--- src/rtl/fpcc_pkg.sv ---
package fpcc_pkg;

  typedef enum logic [1:0] {
    OP_COMPARE   = 2'b00,
    OP_TEST      = 2'b01,
    OP_EXAMINE   = 2'b10,
    OP_REMAINDER = 2'b11
  } cc_op_e;

  typedef enum logic [2:0] {
    CL_ZERO,
    CL_DENORM,
    CL_UNNORM,
    CL_NORM,
    CL_INF,
    CL_NAN
  } fp_class_e;

  typedef enum logic [1:0] {
    ORD_GT,
    ORD_LT,
    ORD_EQ,
    ORD_UN
  } fp_order_e;

endpackage

--- src/rtl/fpcc_rst_sync.sv ---
module fpcc_rst_sync #(
  parameter int STAGES = 2
) (
  input  logic clk,
  input  logic rst_n,
  output logic rst_n_sync
);
  logic [STAGES-1:0] chain_q;

  always_ff @(posedge clk or negedge rst_n) begin
    if (!rst_n) begin
      chain_q <= '0;
    end else begin
      chain_q <= {chain_q[STAGES-2:0], 1'b1};
    end
  end

  assign rst_n_sync = chain_q[STAGES-1];
endmodule

--- src/rtl/fpcc_classify.sv ---
module fpcc_classify
  import fpcc_pkg::*;
#(
  parameter int EXP_W = 15,
  parameter int SIG_W = 64
) (
  input  logic [EXP_W+SIG_W:0]   val,
  output fp_class_e              cls,
  output logic                   sign,
  output logic [EXP_W+SIG_W-1:0] key
);
  localparam int FRAC_W = SIG_W - 1;

  logic [EXP_W-1:0]  expo;
  logic [SIG_W-1:0]  sig;
  logic              int_bit;
  logic [FRAC_W-1:0] frac;

  assign sign    = val[EXP_W+SIG_W];
  assign expo    = val[EXP_W+SIG_W-1:SIG_W];
  assign sig     = val[SIG_W-1:0];
  assign int_bit = sig[SIG_W-1];
  assign frac    = sig[FRAC_W-1:0];
  assign key     = {expo, sig};

  always_comb begin
    if (&expo) begin
      cls = (frac == '0) ? CL_INF : CL_NAN;
    end else if (expo == '0) begin
      cls = (sig == '0) ? CL_ZERO : CL_DENORM;
    end else begin
      cls = int_bit ? CL_NORM : CL_UNNORM;
    end
  end
endmodule

--- src/rtl/fpcc_order.sv ---
module fpcc_order
  import fpcc_pkg::*;
#(
  parameter int KEY_W = 79
) (
  input  fp_class_e        cls_a,
  input  fp_class_e        cls_b,
  input  logic             sign_a,
  input  logic             sign_b,
  input  logic [KEY_W-1:0] key_a,
  input  logic [KEY_W-1:0] key_b,
  input  logic             empty_a,
  output fp_order_e        order
);
  logic mag_gt;
  logic mag_eq;

  assign mag_gt = key_a > key_b;
  assign mag_eq = key_a == key_b;

  always_comb begin
    if (empty_a || cls_a == CL_NAN || cls_b == CL_NAN) begin
      order = ORD_UN;
    end else if (cls_a == CL_ZERO && cls_b == CL_ZERO) begin
      order = ORD_EQ;
    end else if (sign_a != sign_b) begin
      order = sign_a ? ORD_LT : ORD_GT;
    end else if (mag_eq) begin
      order = ORD_EQ;
    end else if (mag_gt ^ sign_a) begin
      order = ORD_GT;
    end else begin
      order = ORD_LT;
    end
  end
endmodule

--- src/rtl/fpcc_unit.sv ---
module fpcc_unit
  import fpcc_pkg::*;
#(
  parameter int EXP_W       = 15,
  parameter int SIG_W       = 64,
  parameter int SYNC_STAGES = 2
) (
  input  logic                 clk,
  input  logic                 rst_n,
  input  logic                 req_vld,
  input  logic [1:0]           req_op,
  input  logic [EXP_W+SIG_W:0] st_val,
  input  logic [EXP_W+SIG_W:0] src_val,
  input  logic                 st_empty,
  input  logic                 rem_done,
  input  logic [2:0]           rem_quot,
  output logic [3:0]           cc,
  output logic                 cc_vld
);
  localparam int VAL_W = EXP_W + SIG_W + 1;
  localparam int KEY_W = EXP_W + SIG_W;
  localparam int N_OPS = 2;

  logic rst_sync_n;
  fpcc_rst_sync #(.STAGES(SYNC_STAGES)) u_rst (
    .clk        (clk),
    .rst_n      (rst_n),
    .rst_n_sync (rst_sync_n)
  );

  cc_op_e op;
  assign op = cc_op_e'(req_op);

  logic [VAL_W-1:0] opnd   [N_OPS];
  fp_class_e        cls    [N_OPS];
  logic             sgn    [N_OPS];
  logic [KEY_W-1:0] key    [N_OPS];

  assign opnd[0] = st_val;
  assign opnd[1] = (op == OP_TEST) ? '0 : src_val;

  for (genvar g = 0; g < N_OPS; g++) begin : g_cls
    fpcc_classify #(.EXP_W(EXP_W), .SIG_W(SIG_W)) u_cls (
      .val  (opnd[g]),
      .cls  (cls[g]),
      .sign (sgn[g]),
      .key  (key[g])
    );
  end

  fp_order_e order;
  fpcc_order #(.KEY_W(KEY_W)) u_ord (
    .cls_a   (cls[0]),
    .cls_b   (cls[1]),
    .sign_a  (sgn[0]),
    .sign_b  (sgn[1]),
    .key_a   (key[0]),
    .key_b   (key[1]),
    .empty_a (st_empty),
    .order   (order)
  );

  logic [3:0] cc_q, cc_d;
  logic       vld_q, vld_d;
  logic       cc_en;
  logic [2:0] ord_bits;
  logic [2:0] cls_bits;

  always_comb begin
    unique case (order)
      ORD_GT:  ord_bits = 3'b000;
      ORD_LT:  ord_bits = 3'b001;
      ORD_EQ:  ord_bits = 3'b100;
      default: ord_bits = 3'b111;
    endcase
  end

  always_comb begin
    unique case (cls[0])
      CL_ZERO:   cls_bits = 3'b100;
      CL_DENORM: cls_bits = 3'b110;
      CL_UNNORM: cls_bits = 3'b000;
      CL_NORM:   cls_bits = 3'b010;
      CL_INF:    cls_bits = 3'b011;
      default:   cls_bits = 3'b001;
    endcase
  end

  always_comb begin
    cc_en = req_vld;
    vld_d = req_vld;
    cc_d  = cc_q;
    unique case (op)
      OP_COMPARE, OP_TEST: begin
        cc_d = {ord_bits[2], ord_bits[1], cc_q[1], ord_bits[0]};
      end
      OP_EXAMINE: begin
        if (st_empty) begin
          cc_d = {1'b1, 1'b0, sgn[0], 1'b1};
        end else begin
          cc_d = {cls_bits[2], cls_bits[1], sgn[0], cls_bits[0]};
        end
      end
      default: begin
        if (rem_done) begin
          cc_d = {rem_quot[1], 1'b0, rem_quot[0], rem_quot[2]};
        end else begin
          cc_d = {cc_q[3], 1'b1, cc_q[1], cc_q[0]};
        end
      end
    endcase
  end

  always_ff @(posedge clk or negedge rst_sync_n) begin
    if (!rst_sync_n) begin
      cc_q  <= '0;
      vld_q <= 1'b0;
    end else begin
      vld_q <= vld_d;
      if (cc_en) begin
        cc_q <= cc_d;
      end
    end
  end

  assign cc     = cc_q;
  assign cc_vld = vld_q;
endmodule

--- config.mk ---
export PLATFORM = sky130hd
export DESIGN_NAME = fpcc_unit
export DESIGN_NICKNAME = d
export VERILOG_FILES = /design/src/rtl/fpcc_pkg.sv /design/src/rtl/fpcc_rst_sync.sv /design/src/rtl/fpcc_classify.sv /design/src/rtl/fpcc_order.sv /design/src/rtl/fpcc_unit.sv
export SDC_FILE = /design/constraint.sdc
export NUM_CORES = 1
export LEC_CHECK = 0
export BUFFER_PORTS_ARGS = -buffer_cell sky130_fd_sc_hd__buf_2
export CORE_MARGIN = 2
export CORE_UTILIZATION = 45
export DETAILED_ROUTE_END_ITERATION = 10
export PLACE_DENSITY_LB_ADDON = 0.15
export SYNTH_ARGS = -nofsm -noshare
export SYNTH_HDL_FRONTEND = slang
export SYNTH_SLANG_ARGS = --single-unit
--- constraint.sdc ---
create_clock -name clk -period 0.8 [get_ports clk]
set_input_delay 0.04 -clock clk [delete_from_list [all_inputs] [get_ports clk]]
set_output_delay 0.04 -clock clk [all_outputs]
set_load 0.005 [all_outputs]
==> results of run 1 <==
layer usage:
layer	share of wire [%]	wire length, um
met5	0	0
met2	50	6342
met3	7.7	977
met1	39	4874
met4	3.3	415
cell type report:
type | count | area (sq um)
inverters | 4 | 15.01
well taps | 77 | 96.34
fillers | 461 | 1164
flip-flops and latches | 7 | 175.2
multi-input cells | 387 | 2912
clock buffers | 4 | 45.04
repair buffers | 296 | 1834
cell usage in the layout, fill, tap and decap left out, types with 4 or more instances in the layout:
cell type / n
buf_2: 171
buf_4: 115
nand2_1: 101
ha_1: 73
a21oi_1: 37
nand4_1: 30
nor4_1: 29
o21ai_0: 11
nor2_1: 11
nand3_1: 9
buf_6: 8
nor3_1: 7
nor4_4: 7
nor4_2: 7
dfrtp_1: 7
ha_4: 6
nand2b_1: 5
inv_1: 4
o21a_1: 4
metrics by stage:
stage          util [%]  cells  worst slack (ps)  total power, mW  TNS (ps)
3_3_place_gp      77.25    770             -1917            2.783     -5104
5_1_grt           81.36    775             -1944            3.877     -4878
6_report          81.36    775             -1837            3.571     -4492
3_5_place_dp      77.25    770             -2016            2.898     -5336
4_1_cts           79.95    775             -1773            3.473     -4346
2_1_floorplan         -    407             -1831            1.530     -4196
how the worst max path moves through the flow:
stage,from,end,slack (ps),cells after the start
2_1_floorplan,req_op[0],cc[0],-1830,14
3_3_place_gp,req_op[1],cc[0],-1920,13
3_5_place_dp,req_op[1],cc[0],-2020,15
4_1_cts,req_op[1],cc[3],-1770,13
5_1_grt,req_op[1],cc[3],-1940,13
6_report,req_op[1],cc[0],-1840,13
state kept, by name, indices dropped and copies added, names as in the netlist:
register / flops
cc_vld: 1
u_rst.chain_q: 2
cc: 4
worst max-delay path, stage by stage:
cell and delay (ps):
buf_2 90, inv_1 90, nand2_8 170, nand2_1 90, ha_1 300, nand4_1 140, or4_4 570, or4_4 570
a311oi_2 210, nor4_1 100, a21oi_1 150, nand4b_1 130, a31oi_1 90
report_power, final:
group          internal (mW)  total [mW]  switching, mW
Sequential             0.393       0.422         0.0290
Combinational           1.35        2.65           1.30
Clock                  0.345       0.501          0.157
kinds of logic (layout without fill, tap and decap cells):
group                    after synthesis  in the layout  share of synthesized area, %
AND/OR/NAND/NOR                      223            223                         38.99
AO/OA/AOI/OAI                         83             83                         18.12
adder cells (fa/ha/maj)               79             79                         34.57
buffers and inverters                 13            304                         1.707
flip-flops                             7              7                         6.127
other                                  1              1                        0.1312
multiplexers                           1              1                        0.3501
timing repair:
action,4_1_cts,5_1_grt
pin swaps,10,0
endpoints found under the setup margin,4,6
hold buffers,1,0
setup buffers,0,0
gates resized for setup,19,14
hold endpoints to repair,2,0
==> summary.txt, run 1 <==
Detailed routing
  • Wire length per cell: 16.27 um
  • Final antenna-violating net count: 0
  • Pre-Repair DR Iteration Count: 5
  • Initial drt markers: 304
  • Final routed wirelength across all metal layers: 12610 um
  • Number of design rule violations left after detail routing: 0
  • Ratio of routed vias to standard cells: between 5 and 6
  • Vias after detailed routing: between 4000 and 5000

STA
  • Fin worst setup slack: -1837 ps
  • RSZ-0062 raised after global routing: yes
  • Final Setup Violations: 5
  • Worst hold margin: 8.552 ps
  • Part of the cycle the worst path needs: 329.6%
  • Final period demand of the worst path: approximately 2600 ps
  • Max-slew violation count: 0
  • Final hold violation count: 0
  • Post-Route Skew: 1.049 ps
  • Maximum operating frequency: 0.3793 GHz

CTS
  • Clock transition time at the flip-flop clock pins of the worst setup and hold paths: 40 ps
  • Root buffer cell: clkbuf_8
  • CTS tree: built
  • Number of H-tree branching levels: 1
  • Total clock buffers created by CTS: 3
  • Clock insertion delay at the later pin of the skew report: 230 ps
  • Clock Tree Buf Depth: 2
  • Total number of clock tree sinks: 7

Layout
  • Layout cells sized above 1: 47.71%
  • # nets final: 948
  • Antenna diodes: 0
  • Post-route design area: slightly above 0.005 sq mm
  • Area growth, synth to finish: 77.59%

Run status
  • Result of the run: finished with violations
  • Failing checks: negative setup slack

Min path
  • Number of stages on the worst hold path: 1
  • Worst min path class: in2reg
  • Start point of the worst min-delay path: req_vld
  • Hold EP: cc_vld

Job
  • Max capacitance violation total: 0

Logic synthesis
  • Proportion of netlist area held by the largest area contributor: 34.57%
  • Most used DFF post-synth: dfrtp_1
  • Sequential cell area fraction in the yosys report: 6.127%
  • Number of synthesized flops with an enable pin: 0
  • Most used standard cell by instance count after synthesis: nand2_1
  • Combined area of all synthesized cells: 0.002859 sq mm
  • Post-synthesis cell count: 407
  • Commonest cells post-synth: nand2_1, ha_1, nor4_1
  • Number of distinct standard cells referenced by the synthesized netlist: between 40 and 50
  • Proportion of register bits with asynchronous set or reset after synthesis: 100.0%
  • Synthesis Warnings: 0
  • Post-synth net total: ~660
  • Cell types with the largest area share after synthesis: ha_1, nand2_1, nor4_1, a21oi_1, nand4_1
  • Number of synthesized register bits: 7
  • Average instance area after synthesis: 7.025 sq um
  • Post-synth top area cell: ha_1

GRT
  • Largest net degree at the start of global routing: 34
  • GR Util met2: 62.84%
  • Busiest grt layer: met2
  • Vias in the first global route: 4551
  • Remaining global-route overflow: 0
  • GR Util met1: 39.80%
  • Wire length of the first global-routing pass: 20180 um
  • All-layer global routing usage: 34.17%
  • Met3 GRT Util: under 10%
  • Number of antenna violations at the first check in global routing: 0

Critical path
  • Worst-path maximum fanout: 23
  • Worst path required time: 910 ps
  • Endpoint of the most critical register-to-register path: cc[1]
  • Slack of the worst reg-to-reg path: approximately 30 ps
  • Critical Setup Path Class: in2reg
  • Endpoint kind of the worst setup timing path: register
  • Critical path startpoint category: primary input
  • Worst flop-to-flop path startpoint: cc[1]
  • Length in cells of the worst reg-to-reg path: 2
  • Arrival time at the worst endpoint: 2740 ps

Floorplanning
  • Die Height: 83.71 um
  • Die outline area: ~0.007 sq mm
  • Die Width: 83.71 um
  • Row count: 29
  • Total core area: 0.006241 sq mm
  • Effective utilization at floorplan: 45.81%
  • Number of I/O pins: approximately 180

Power
  • Leakage: 2.597 nW
  • Ratio of total power to cell area: between 700 and 800 mW/mm^2
  • Max rail drop VDD: 1109 uV

Placed design
  • Total cell area at the placement stage: 0.004821 sq mm
  • Final weighted congestion in routability-driven placement: 0.9188
  • Post-DP HPWL: around 11000 um
  • Quantity of I/O buffers inserted on ports: 174
Power figures use the tool's default switching activity.
==> run 2: changes to the inputs <==
CAP_MARGIN = 20   (was default)
CELL_PAD_IN_SITES_DETAIL_PLACEMENT = 1   (was default)
CELL_PAD_IN_SITES_GLOBAL_PLACEMENT = 2   (was default)
CORE_UTILIZATION = 24   (was 45)
==> run 2 against run 1 <==
The run ends with design-rule violations, negative setup slack left. Clock power increased by 70%. Global-route usage decreased by 11 points. Critical path depth increased by 2. Combinational power increased by 7%. Total power increased by 15%. Die area increased by 83%. Worst hold slack about the same. Sequential power about the same. Sequential cell count unchanged. Largest power group unchanged.
==> summary.txt, run 2 (synthesis gave the netlist of run 1 again) <==
Power
  • Total chip power: 4.106 mW (was 3.571 mW)
  • Max rail drop VDD: 1266 uV (was 1109 uV)
  • Ratio of total power to cell area: 745.5 mW/mm^2 (was 703.3 mW/mm^2)
  • Sequential share of power: 10.4% (was 11.8%)
  • Leakage: 2.713 nW (was 2.597 nW)
  • Logic gate share of total power: 68.9% (was 74.1%)
  • Net switching power of the design: 1.603 mW (was 1.483 mW)
  • Clock share of power: 20.7% (was 14.0%)
  • Switching share of total power: 39.04% (was 41.54%)
  • Internal power of the cells: 2.503 mW (was 2.088 mW)

Critical path
  • Critical Setup Path Class: in2reg (unchanged)
  • Combined buffer and inverter count along the critical path: 4 (was 2)
  • Length in cells of the worst reg-to-reg path: 2 (unchanged)
  • Slack of the worst reg-to-reg path: 40 ps (was 30 ps)
  • Worst flop-to-flop path startpoint: cc[1] (unchanged)
  • Arrival time at the worst endpoint: 2750 ps (was 2740 ps)
  • Critical path startpoint category: primary input (unchanged)
  • Endpoint of the most critical register-to-register path: cc[1] (unchanged)
  • Worst-path maximum fanout: 6 (was 23)
  • Cell occurring most often along the worst timing path: or4_4 (unchanged)
  • Critical-path cell with the highest stage delay: or4_4 (unchanged)
  • Critical-path cell list: buf_8 > clkinvlp_4 > buf_12 > nand2_8 > buf_6 > nand2_4 > ha_4 > nand4_1 > or4_4 > or4_4 > a311oi_2 > nor4_2 > a21oi_1 > nand4b_1 > a31oi_1 (was buf_2 > inv_1 > nand2_8 > nand2_1 > ha_1 > nand4_1 > or4_4 > or4_4 > a311oi_2 > nor4_1 > a21oi_1 > nand4b_1 > a31oi_1)
  • Cell class contributing the biggest share of worst-path delay: simple AND/OR/NAND/NOR gates (unchanged)
  • Worst path required time: 910 ps (about the same)
  • Endpoint kind of the worst setup timing path: register (unchanged)
  • Longest individual stage delay on the worst path: 580 ps (was 570 ps)

Placed design
  • Placed Cells incl. Taps: 845 (was 770)
  • Total cell area at the placement stage: 0.004971 sq mm (was 0.004821 sq mm)
  • Final weighted congestion in routability-driven placement: 0.8850 (was 0.9188)
  • Post-DP HPWL: 13100 um (was 10760 um)
  • Quantity of I/O buffers inserted on ports: 174 (unchanged)

STA
  • Maximum operating frequency: 0.3787 GHz (was 0.3793 GHz)
  • Fin worst setup slack: -1841 ps (was -1837 ps)
  • Final period demand of the worst path: 2641 ps (was 2637 ps)
  • Final Setup Violations: 5 (unchanged)
  • Max-slew violation count: 0 (unchanged)
  • Part of the cycle the worst path needs: 330.1% (was 329.6%)
  • Final hold violation count: 0 (unchanged)
  • Post-Route Skew: 3.323 ps (was 1.049 ps)
  • RSZ-0062 raised after global routing: yes (unchanged)

Floorplanning
  • Effective utilization at floorplan: 24.83% (was 45.81%)
  • Total core area: 0.01152 sq mm (was 0.006241 sq mm)
  • Number of I/O pins: 175 (unchanged)
  • Die outline area: 0.01280 sq mm (was 0.007007 sq mm)
  • Die Width: 113.1 um (was 83.71 um)
  • Die Height: 113.1 um (was 83.71 um)
  • Row count: 39 (was 29)

Min path
  • Start point of the worst min-delay path: req_vld (unchanged)
  • Worst min path class: in2reg (unchanged)
  • Number of stages on the worst hold path: 1 (unchanged)
  • Hold EP: cc_vld (unchanged)

Detailed routing
  • Final antenna-violating net count: 0 (unchanged)
  • Pre-Repair DR Iteration Count: 7 (was 5)
  • Ratio of routed vias to standard cells: 5.217 (was 5.905)
  • Vias after detailed routing: 4481 (was 4576)
  • Number of design rule violations left after detail routing: 13 (was 0)
  • Final routed wirelength across all metal layers: 15100 um (was 12610 um)
  • Initial drt markers: 117 (was 304)
  • Wire length per cell: 17.58 um (was 16.27 um)

Layout
  • Post-route design area: 0.005508 sq mm (was 0.005077 sq mm)
  • Layout cells sized above 1: 50.84% (was 47.71%)
  • # nets final: 966 (was 948)
  • Most used cells in the layout excluding fill and tap cells: buf_2, buf_4, nand2_1 (unchanged)
  • Flip-flop count of the largest register, all copies and words added: 4 (unchanged)
  • Final cell count without fillers: 859 (was 775)
  • Area growth, synth to finish: 92.65% (was 77.59%)
  • Commonest non-fill, non-tap cell in the layout: buf_2 (unchanged)
  • Antenna diodes: 0 (unchanged)

Run status
  • Result of the run: finished with violations (unchanged)
  • Failing checks: design-rule violations, negative setup slack (was negative setup slack)

Job
  • Max capacitance violation total: 0 (unchanged)

CTS
  • Total clock buffers created by CTS: 3 (unchanged)
  • Clock insertion delay at the later pin of the skew report: 230 ps (about the same)
  • Clock transition time at the flip-flop clock pins of the worst setup and hold paths: 40 ps (about the same)
  • Clock Tree Buf Depth: 2 (unchanged)
  • Root buffer cell: clkbuf_16 (was clkbuf_8)
  • Total number of clock tree sinks: 7 (unchanged)
  • Number of H-tree branching levels: 1 (unchanged)
  • CTS tree: built (unchanged)

GRT
  • Largest net degree at the start of global routing: 28 (was 34)
  • Number of antenna violations at the first check in global routing: 1 (was 0)
  • Wire length of the first global-routing pass: 23890 um (was 20180 um)
  • Remaining global-route overflow: 0 (unchanged)
  • Vias in the first global route: 4872 (was 4551)
  • All-layer global routing usage: 23.06% (was 34.17%)
-- run 2: repair_timing --
action	CTS	global route
hold buffers	1	0
pin swaps	18	11
endpoints found under the setup margin	6	7
gates cloned	2	0
hold endpoints to repair	2	0
gates resized for setup	39	24
buffers inserted	6	1
-- run 2: per-stage QoR --
step	hold WS [ps]	util [%]	TNS [ps]	worst slack, ps
2_1_floorplan	-255.6	-	-4196	-1831
3_3_place_gp	-173.9	43.17	-5390	-2002
3_5_place_dp	-172.9	43.17	-5589	-2107
4_1_cts	5.286	46.61	-4525	-1818
5_1_grt	13.67	47.83	-4968	-1960
6_report	8.382	47.83	-4505	-1841
-- run 2: worst max path at each step --
stage                 end  startpoint  depth (start not counted)
finish              cc[0]   req_op[1]                         15
global placement    cc[0]   req_op[1]                         13
detailed placement  cc[0]   req_op[1]                         16
CTS                 cc[0]   req_op[1]                         15
floorplan           cc[0]   req_op[0]                         14
global route        cc[0]   req_op[1]                         15
-- run 2: final cells by class --
class / instances / area [sq um]
clock buffers: 4 / 78.83
fillers: 1459 / 6008
inverters: 4 / 18.77
multi-input cells: 389 / 3039
flip-flops and latches: 7 / 175.2
well taps: 143 / 178.9
repair buffers: 312 / 2017
-- run 2: power groups by stage --
stage | sequential, mW | clock [mW] | combinational [mW]
final | 0.425 | 0.850 | 2.83
after global placement | 0.426 | 0 | 2.45
after CTS | 0.426 | 0.871 | 2.77
after global routing | 0.430 | 0.890 | 3.17
after floorplan | 0.423 | 0 | 1.11
after detailed placement | 0.428 | 0 | 2.57
-- run 2: routing by layer --
metal  GRT usage, %  vias up  part of all wire [%]  routed length, um
li1               -     2212                     -                  -
met1          28.31     2109                    42               6346
met2          43.43      136                    51               7637
met3          2.250       22                   5.6                840
met4          4.715        2                   1.7                263
met5              0        -                 0.086                 13
